## src/rtl/rob_pkg.sv

```systemverilog
// Package: shared types of the reorder buffer.
// Assumes nothing beyond IEEE 1800-2017 enum support.
package rob_pkg;

    // Life cycle of one buffer entry.
    typedef enum logic [1:0] {
        ST_FREE   = 2'd0,
        ST_ISSUED = 2'd1,
        ST_EXEC   = 2'd2,
        ST_DONE   = 2'd3
    } rob_state_e;

endpackage

```

## src/rtl/rob_ptr_ctrl.sv

```systemverilog
// Module: allocation and retire pointers of the ring, with full/empty
// detection and the per-entry flush mask.
// Assumes DEPTH is a power of two and flush_tag names an occupied entry.
module rob_ptr_ctrl #(
    parameter int DEPTH = 8,
    localparam int IDX_W = $clog2(DEPTH)
) (
    input  logic             clk,
    input  logic             rst_n,
    input  logic             iss_req,
    input  logic             head_done,
    input  logic             flush_req,
    input  logic [IDX_W-1:0] flush_tag,
    output logic [IDX_W-1:0] alloc_idx,
    output logic [IDX_W-1:0] ret_idx,
    output logic             full,
    output logic             empty,
    output logic             iss_fire,
    output logic             ret_fire,
    output logic [DEPTH-1:0] flush_mask
);
    localparam int PTR_W = IDX_W + 1;

    logic [PTR_W-1:0] alloc_ptr;
    logic [PTR_W-1:0] ret_ptr;
    logic [PTR_W-1:0] used;
    logic [IDX_W-1:0] keep;

    // Occupancy and derived status.
    always_comb begin
        used      = alloc_ptr - ret_ptr;
        full      = (used == PTR_W'(DEPTH));
        empty     = (used == '0);
        alloc_idx = alloc_ptr[IDX_W-1:0];
        ret_idx   = ret_ptr[IDX_W-1:0];
        keep      = flush_tag - ret_idx;
        iss_fire  = iss_req && !full && !flush_req;
        ret_fire  = head_done && !empty && !flush_req;
    end

    // Pointer update: a flush rewinds allocation, otherwise advance on fire.
    always_ff @(posedge clk) begin
        if (!rst_n) begin
            alloc_ptr <= '0;
            ret_ptr   <= '0;
        end else if (flush_req) begin
            alloc_ptr <= ret_ptr + {1'b0, keep};
        end else begin
            if (iss_fire) alloc_ptr <= alloc_ptr + PTR_W'(1);
            if (ret_fire) ret_ptr   <= ret_ptr + PTR_W'(1);
        end
    end

    // Per-entry flush decision: occupied and at or beyond the flush point.
    for (genvar i = 0; i < DEPTH; i++) begin : g_mask
        logic [IDX_W-1:0] offs;
        always_comb begin
            offs          = IDX_W'(i) - ret_idx;
            flush_mask[i] = flush_req && ({1'b0, offs} < used) && (offs >= keep);
        end
    end

    p_alloc_step_r2: assert property (@(posedge clk) disable iff (!rst_n)
        iss_fire |=> alloc_ptr == $past(alloc_ptr) + PTR_W'(1));

    p_full_holds_r3: assert property (@(posedge clk) disable iff (!rst_n)
        (full && !flush_req) |=> alloc_ptr == $past(alloc_ptr));

    p_retire_step_r7: assert property (@(posedge clk) disable iff (!rst_n)
        ret_fire |=> ret_ptr == $past(ret_ptr) + PTR_W'(1));

    p_flush_no_retire_r8: assert property (@(posedge clk) disable iff (!rst_n)
        flush_req |=> $stable(ret_ptr));

endmodule

```

## src/rtl/rob_entry_state.sv

```systemverilog
// Module: state register of every entry (free, issued, in execution,
// finished) and the head and completion qualifiers built from it.
// Assumes dispatch and completion tags name live entries; others are ignored.
module rob_entry_state
    import rob_pkg::*;
#(
    parameter int DEPTH = 8,
    localparam int IDX_W = $clog2(DEPTH)
) (
    input  logic             clk,
    input  logic             rst_n,
    input  logic             alloc_we,
    input  logic [IDX_W-1:0] alloc_idx,
    input  logic             disp_valid,
    input  logic [IDX_W-1:0] disp_tag,
    input  logic             cmpl_valid,
    input  logic [IDX_W-1:0] cmpl_tag,
    input  logic [DEPTH-1:0] flush_mask,
    input  logic             ret_fire,
    input  logic [IDX_W-1:0] ret_idx,
    output rob_state_e       head_state,
    output logic             head_done,
    output logic             cmpl_ok
);
    rob_state_e st [DEPTH];

    // Per-entry state machine; flush and retire free, then allocate/complete/dispatch.
    for (genvar i = 0; i < DEPTH; i++) begin : g_ent
        localparam logic [IDX_W-1:0] ME = IDX_W'(i);
        logic hit_cmpl;
        logic hit_disp;

        always_comb begin
            hit_cmpl = cmpl_valid && (cmpl_tag == ME);
            hit_disp = disp_valid && (disp_tag == ME);
        end

        always_ff @(posedge clk) begin
            if (!rst_n)
                st[i] <= ST_FREE;
            else if (flush_mask[i])
                st[i] <= ST_FREE;
            else if (ret_fire && ret_idx == ME)
                st[i] <= ST_FREE;
            else if (alloc_we && alloc_idx == ME)
                st[i] <= ST_ISSUED;
            else if (hit_cmpl && (st[i] == ST_ISSUED || st[i] == ST_EXEC))
                st[i] <= ST_DONE;
            else if (hit_disp && st[i] == ST_ISSUED)
                st[i] <= ST_EXEC;
        end

        p_dispatch_moves_r5: assert property (@(posedge clk) disable iff (!rst_n)
            (hit_disp && !hit_cmpl && st[i] == ST_ISSUED && !flush_mask[i])
            |=> st[i] == ST_EXEC);

        p_flush_frees_r8: assert property (@(posedge clk) disable iff (!rst_n)
            flush_mask[i] |=> st[i] == ST_FREE);

        p_done_waits_r4: assert property (@(posedge clk) disable iff (!rst_n)
            (st[i] == ST_DONE && !flush_mask[i] && !(ret_fire && ret_idx == ME))
            |=> st[i] == ST_DONE);
    end

    // Head view and completion acceptance for the payload store.
    always_comb begin
        head_state = st[ret_idx];
        head_done  = (head_state == ST_DONE);
        cmpl_ok    = cmpl_valid && !flush_mask[cmpl_tag] &&
                     (st[cmpl_tag] == ST_ISSUED || st[cmpl_tag] == ST_EXEC);
    end

endmodule

```

## src/rtl/rob_payload.sv

```systemverilog
// Module: destination and result storage of each entry, read at the head.
// Assumes write enables are already qualified by the state logic.
module rob_payload #(
    parameter int DEPTH  = 8,
    parameter int REG_W  = 5,
    parameter int DATA_W = 32,
    localparam int IDX_W = $clog2(DEPTH)
) (
    input  logic              clk,
    input  logic              rst_n,
    input  logic              dest_we,
    input  logic [IDX_W-1:0]  dest_idx,
    input  logic [REG_W-1:0]  dest_in,
    input  logic              data_we,
    input  logic [IDX_W-1:0]  data_idx,
    input  logic [DATA_W-1:0] data_in,
    input  logic [IDX_W-1:0]  rd_idx,
    output logic [REG_W-1:0]  rd_dest,
    output logic [DATA_W-1:0] rd_data
);
    logic [REG_W-1:0]  dest_mem [DEPTH];
    logic [DATA_W-1:0] data_mem [DEPTH];

    // Entry-wise storage: destination at issue, result at completion.
    for (genvar i = 0; i < DEPTH; i++) begin : g_slot
        always_ff @(posedge clk) begin
            if (!rst_n) begin
                dest_mem[i] <= '0;
                data_mem[i] <= '0;
            end else begin
                if (dest_we && dest_idx == IDX_W'(i)) dest_mem[i] <= dest_in;
                if (data_we && data_idx == IDX_W'(i)) data_mem[i] <= data_in;
            end
        end
    end

    // Head read for the register write port.
    always_comb begin
        rd_dest = dest_mem[rd_idx];
        rd_data = data_mem[rd_idx];
    end

endmodule

```

## src/rtl/reorder_buf.sv

```systemverilog
// Module: top of the cyclic reorder buffer; issue, dispatch, completion,
// flush and in-order retirement through one register write port.
// Assumes execution-side notices respect entry states (see brief).
module reorder_buf
    import rob_pkg::*;
#(
    parameter int DEPTH  = 8,
    parameter int REG_W  = 5,
    parameter int DATA_W = 32,
    localparam int IDX_W = $clog2(DEPTH)
) (
    input  logic              clk,
    input  logic              rst_n,
    input  logic              iss_valid,
    input  logic [REG_W-1:0]  iss_dest,
    output logic              iss_ready,
    output logic [IDX_W-1:0]  iss_tag,
    input  logic              disp_valid,
    input  logic [IDX_W-1:0]  disp_tag,
    input  logic              cmpl_valid,
    input  logic [IDX_W-1:0]  cmpl_tag,
    input  logic [DATA_W-1:0] cmpl_data,
    input  logic              flush_valid,
    input  logic [IDX_W-1:0]  flush_tag,
    output logic              ret_we,
    output logic [REG_W-1:0]  ret_dest,
    output logic [DATA_W-1:0] ret_data,
    output logic              full,
    output logic              empty
);
    logic [IDX_W-1:0] alloc_idx;
    logic [IDX_W-1:0] ret_idx;
    logic             iss_fire;
    logic             ret_fire;
    logic             head_done;
    logic             cmpl_ok;
    logic [DEPTH-1:0] flush_mask;
    rob_state_e       head_state;

    rob_ptr_ctrl #(.DEPTH(DEPTH)) u_ptr (
        .clk        (clk),
        .rst_n      (rst_n),
        .iss_req    (iss_valid),
        .head_done  (head_done),
        .flush_req  (flush_valid),
        .flush_tag  (flush_tag),
        .alloc_idx  (alloc_idx),
        .ret_idx    (ret_idx),
        .full       (full),
        .empty      (empty),
        .iss_fire   (iss_fire),
        .ret_fire   (ret_fire),
        .flush_mask (flush_mask)
    );

    rob_entry_state #(.DEPTH(DEPTH)) u_state (
        .clk        (clk),
        .rst_n      (rst_n),
        .alloc_we   (iss_fire),
        .alloc_idx  (alloc_idx),
        .disp_valid (disp_valid),
        .disp_tag   (disp_tag),
        .cmpl_valid (cmpl_valid),
        .cmpl_tag   (cmpl_tag),
        .flush_mask (flush_mask),
        .ret_fire   (ret_fire),
        .ret_idx    (ret_idx),
        .head_state (head_state),
        .head_done  (head_done),
        .cmpl_ok    (cmpl_ok)
    );

    rob_payload #(.DEPTH(DEPTH), .REG_W(REG_W), .DATA_W(DATA_W)) u_pay (
        .clk      (clk),
        .rst_n    (rst_n),
        .dest_we  (iss_fire),
        .dest_idx (alloc_idx),
        .dest_in  (iss_dest),
        .data_we  (cmpl_ok),
        .data_idx (cmpl_tag),
        .data_in  (cmpl_data),
        .rd_idx   (ret_idx),
        .rd_dest  (ret_dest),
        .rd_data  (ret_data)
    );

    // Port-level view of pointers and the write strobe.
    always_comb begin
        iss_ready = !full;
        iss_tag   = alloc_idx;
        ret_we    = ret_fire;
    end

    p_empty_head_free_r9: assert property (@(posedge clk) disable iff (!rst_n)
        empty |-> head_state == ST_FREE);

    p_full_not_empty_r9: assert property (@(posedge clk) disable iff (!rst_n)
        full |-> head_state != ST_FREE);

endmodule

```

## config.mk

```make
export PLATFORM = sky130hd
export DESIGN_NAME = reorder_buf
export DESIGN_NICKNAME = d
export VERILOG_FILES = /design/src/rtl/rob_pkg.sv /design/src/rtl/rob_ptr_ctrl.sv /design/src/rtl/rob_entry_state.sv /design/src/rtl/rob_payload.sv /design/src/rtl/reorder_buf.sv
export SDC_FILE = /design/constraint.sdc
export NUM_CORES = 1
export LEC_CHECK = 0
export ABC_CLOCK_PERIOD_IN_PS = 6000
export BUFFER_PORTS_ARGS = -buffer_cell sky130_fd_sc_hd__buf_2
export CORE_MARGIN = 3
export CORE_UTILIZATION = 45
export DETAILED_ROUTE_END_ITERATION = 7
export SLEW_MARGIN = 5
export SYNTH_ARGS = -nofsm -noshare
export SYNTH_HDL_FRONTEND = slang
export SYNTH_SLANG_ARGS = --single-unit
```

## constraint.sdc

```tcl
create_clock -name clk -period 6 [get_ports clk]
set_input_delay 0.6 -clock clk [delete_from_list [all_inputs] [get_ports clk]]
set_output_delay 0.6 -clock clk [all_outputs]
set_load 0.05 [all_outputs]
```

==> Word-level counts from Yosys, hierarchy flattened <==
Memory sizes are Yosys's and may differ from the RTL's. A register that Yosys moved wholly into a read port is not among the register bits.
Index checks and enable logic that the tools add are counted.
Widths: inputs -> output; s select.
{ "word_totals": {"register_bits": 8, "mem_bits_rw": 312, "input_bits": 52, "out_inout_bits": 44, "wordCells": 545, "memories": 3} }
{ "classes": {"addsub": 13, "order_cmp": 17, "eq_ne": 48, "muxes": 307, "bitwise": 57, "n_reduce_logical": 98} }
{ "mem_list": {"columns": ["memory", "depth", "width", "rd", "rd_ports_with_merged_regs", "write_ports", "line", "source"], "rows": [
  ["u_pay.data_mem", 8, 32, 1, 1, 8, "rob_payload.sv:22", "logic [DATA_W-1:0] data_mem [DEPTH];"],
  ["u_pay.dest_mem", 8, 5, 1, 1, 8, "rob_payload.sv:21", "logic [REG_W-1:0] dest_mem [DEPTH];"],
  ["u_state.st", 8, 2, 10, 1, 8, "rob_entry_state.sv:25", "rob_state_e st [DEPTH];"]
]} }
{ "ops": {"columns": ["cell", "n"], "rows": [
  ["$mux 32", 8],
  ["$mux 1", 242],
  ["$mux 2", 40],
  ["$logic_and 1x1->1", 78],
  ["$or 1x1->1", 56],
  ["$eq 3x3->1 const B", 16],
  ["$mux 5", 8],
  ["$lt 3x4->1", 8],
  ["$eq 3x2->1 const B", 8],
  ["$ge 3x3->1", 8],
  ["$eq 2x2->1 const B", 10],
  ["$eq 2x1->1 const B", 9],
  ["$mux 3", 6],
  ["$eq 3x1->1 const B", 4],
  ["$logic_not 3->1", 4],
  ["$sub 3x3->3 const A", 4],
  ["$logic_or 1x1->1", 9],
  ["$add 4x1->4 const B", 2],
  ["$mux 4", 2],
  ["$sub 1x3->3 const A", 2],
  ["$sub 2x3->3 const A", 2],
  ["$add 4x3->4", 1],
  ["$eq 4x4->1 const B", 1],
  ["$logic_not 1->1", 4],
  ["other kinds (8)", 8]
]} }

==> Depth between registers and ports, before layout <==
{ "logic_depth": {"word_depth": 14, "mapped_depth": 14, "mapped_depth_nobuf": 13} }

==> Modules after synthesis <==
Synthesis repeated with hierarchy kept, for this count alone.
{ "hier_totals": {"cells_unflattened": 1186, "hier_area_um2": 16029.1} }
{ "by_module_without_submodules": {"columns": ["mod", "instances", "cells_per_inst", "area_each_um2", "seq_area_each_um2"], "rows": [
  ["rob_payload", 1, 858, 13160.1, 8888.5],
  ["rob_entry_state", 1, 164, 1531.5, 480.5],
  ["rob_ptr_ctrl", 1, 163, 1333.8, 160.2],
  ["reorder_buf", 1, 1, 3.8, 0.0]
]} }

==> Worst setup path after synthesis <==
Ideal clock, no wire load.
{ "synth_timing": {"path_kind": "input to register", "startpoint": "in flush_tag[0]", "endpoint": "mem u_pay.data_mem[2][0] (enable)", "setup_time_ns": 0.470, "t_arrival_ns": 5.027, "required_time_ns": 5.530, "slack_ns": 0.503, "stages": 12, "path_cell_list": "inv_1 > ha_1 > fa_1 > xor2_1 > nand2b_1 > and2_1 > inv_1 > ha_1 > o21ai_0 > a221oi_2 > clkbuf_1 > o31ai_1"} }
{ "synth_rtl": {"columns": ["element", "line", "source"], "rows": [
  ["from (decl)", "reorder_buf.sv:24", "input logic [IDX_W-1:0] flush_tag,"],
  ["to (decl)", "rob_payload.sv:22", null]
]} }

==> results.cfg <==
[drt]
drt_iter0_drc = 858
drc = 0
ant_nets = 0
top_layer = met4
wl_met2_um = 22100
route.met3.wl_um = 2530
viasPerCell = 6.09
first_pass_iters = 5
wirelength_um = 44600
met1_length_um = 18800
drt-wirelength-per-cell_um = 24.8
vias = 10963

[floorplanning]
ios = 96
core_area_mm2 = 0.0359
die-area_mm2 = 0.0392
num_rows = 69
die_x_um = 198
start_util = 0.462
fp.dieH_um = 198

[placed_design]
place_inst = 1735
gp_congestion = 0.852
post-place-ws_ns = 1.55
dp_hpwl_um = 27500
post_dp_cell_area_mm2 = 0.0176
portBuffers = 95

[sta]
clock_skew_ns = 0.0192
final-hold-violation-count = 0
setup_tns_ns = 0
rsz0062_at_grt = false
relSlewSlack = 0.203
setup_viol = 0
clock.fmax_mhz = 227
post-route-period-util = 0.736
drv_slew = 0
fin_crit_ns = 4.41
fin_ws_ns = 1.59
tightest_slew_ns = 1.19

[synthesis]
seq_area_frac_synth = 0.578
syn_area_per_cell_um2 = 13.3
yosys_warnings = 0
ys_ff_latch = 323
synth_top_family_by_area = simple AND/OR/NAND/NOR gates
synth_edf_count = 312
synthAdderAreaFrac = 0.0374
synth_compound_area_frac = 0.0441
netlist_area_mm2 = 0.0166
ys.flop_type = edfxtp_1
synthMuxAreaShare = 0.133
synthDistinctLibCells = 68
async_flop_share = 0
synthSimpleGateAreaFrac = 0.157
synthesis.nets = 1349
synth_xor_area_frac = 0.00898
syn_inst = 1250

[grt]
antenna_found_initial = 0
grt_pass1_vias = 11494
grt.total_usage = 0.229
grt-ovfl-total = 0
grt_max_degree = 97
grt_pass1_wl_um = 68700

[clock_network]
post_cts_resized = 0
root_buffer = clkbuf_16
cts_setup_buffers = 0
clock_path_buffers = 3
htreeDepth = 2
clk_pin_slew_ns = 0.06
cts_sinks = 323
hold_buffers = 0
clock_latency_ns = 0.53
tritoncts = done
cts_buffers = 37

[worst_setup_path]
crit_cells = 8
critPathMaxFanout = 19
start_kind = flip-flop
cp_top_family = compound AO/OA/AOI/OAI gates
arrival_ns = 4.63
path_class = flip-flop to flip-flop
required_ns = 6.22
critPathSlowestCell = o31ai_4
path_cells = inv_1 -> fa_1 -> xnor2_1 -> o21ai_0 -> a221oi_1 -> a211oi_4 -> o31ai_4 -> buf_12
endpoint_kind = flip-flop
reg2reg_depth = 8
cp_slowest_stage_delay_ns = 0.80
path_buf_inv = 2

[cells_and_area]
num_antenna_cells = 0
fin_nets = 1412
stdcell_count = 1801
final_cell_mix = edfxtp_1, nor3_1, buf_2
design_area_mm2 = 0.0188
finish.utilization = 0.522
mostFrequentLayoutCell = edfxtp_1
syn_to_final_growth_pct = 13.1
final_layout_size_suffix_gt1_frac = 0.255

[pwr]
p_sw_uw = 1370
p_int_uw = 4050
combPwrFrac = 0.111
leakage_uw = 0.00656
swShare = 0.254
ir_worst_vdd_v = 0.000234
p_clk_frac = 0.405
seqPwrFrac = 0.484
p_per_area_mw_per_mm2 = 289

[outcome]
outcome = finished clean

[hold_path]
hold_class = primary input to flip-flop
whs_path_depth = 2

[run]
maxCapViolCount = 0
## flip-flops by register name (all words and copies together) (netlist names), named ones only
register         flops
u_state.st          16
u_ptr.alloc_ptr      4
u_pay.data_mem     256
u_pay.dest_mem      40
u_ptr.ret_ptr        4
## area by class of cell
class | instances | area [um^2]
flip-flops and latches | 323 | 9600
fillers | 3074 | 17200
well taps | 461 | 577
clock inverters | 19 | 183
clock buffers | 47 | 985
inverters | 68 | 255
repair buffers | 122 | 691
multi-input cells | 761 | 6470
## metal layers
metal,global-route usage,vias to the layer above
met4,0.0710,0
met1,0.308,5556
met5,0,-
met3,0.0305,78
li1,-,4957
met2,0.392,372
## stage by stage
step / total power, uW / hold WS, ns
2_1_floorplan: 3060 / 0.479
3_3_place_gp: 3260 / 0.500
3_5_place_dp: 3270 / 0.508
4_1_cts: 5460 / 0.390
5_1_grt: 5600 / 0.408
6_report: 5420 / 0.411
## power by group through the flow
| stage | clock network [uW] | registers, uW | logic [uW] |
|---|---|---|---|
| after floorplan | 0 | 2660 | 399 |
| after global placement | 0 | 2670 | 598 |
| after detailed placement | 0 | 2670 | 603 |
| after CTS | 2230 | 2620 | 605 |
| after global routing | 2320 | 2630 | 647 |
| final | 2190 | 2620 | 604 |
## cells in the mapped netlist, types with 19 or more instances
library cell	count	area, um^2
nor4_1	39	244
clkbuf_1	60	225
mux2_2	37	417
inv_1	66	248
nor3_1	180	901
edfxtp_1	312	9370
nor3_2	30	300
o21ai_0	19	95.1
nor2_1	58	218
and3_1	35	219
mux4_2	76	1710
buf_2	22	110
ha_1	44	551
nand2_1	82	308
## kinds of logic (layout without fill, tap and decap cells)
family,count (synthesis),in the layout
compound gates,95,95
buf+inv,166,256
flops,323,323
xor+xnor,17,17
mux,119,119
fa+ha+maj,48,48
simple gates,482,482
## worst paths after layout
path / start / to / slack, ns
max: u_ptr.ret_ptr[1]$_SDFFE_PN0P_ / u_pay.data_mem[3][20]$_SDFFCE_PN0P_ / 1.59
min: cmpl_data[10] / u_pay.data_mem[4][10]$_SDFFCE_PN0P_ / 0.41
max reg2reg: u_ptr.ret_ptr[1]$_SDFFE_PN0P_ / u_pay.data_mem[3][20]$_SDFFCE_PN0P_ / 1.59
min reg2reg: u_ptr.ret_ptr[3]$_SDFFE_PN0P_ / u_ptr.ret_ptr[3]$_SDFFE_PN0P_ / 0.51
No activity file was read; power rests on OpenSTA's default activity.
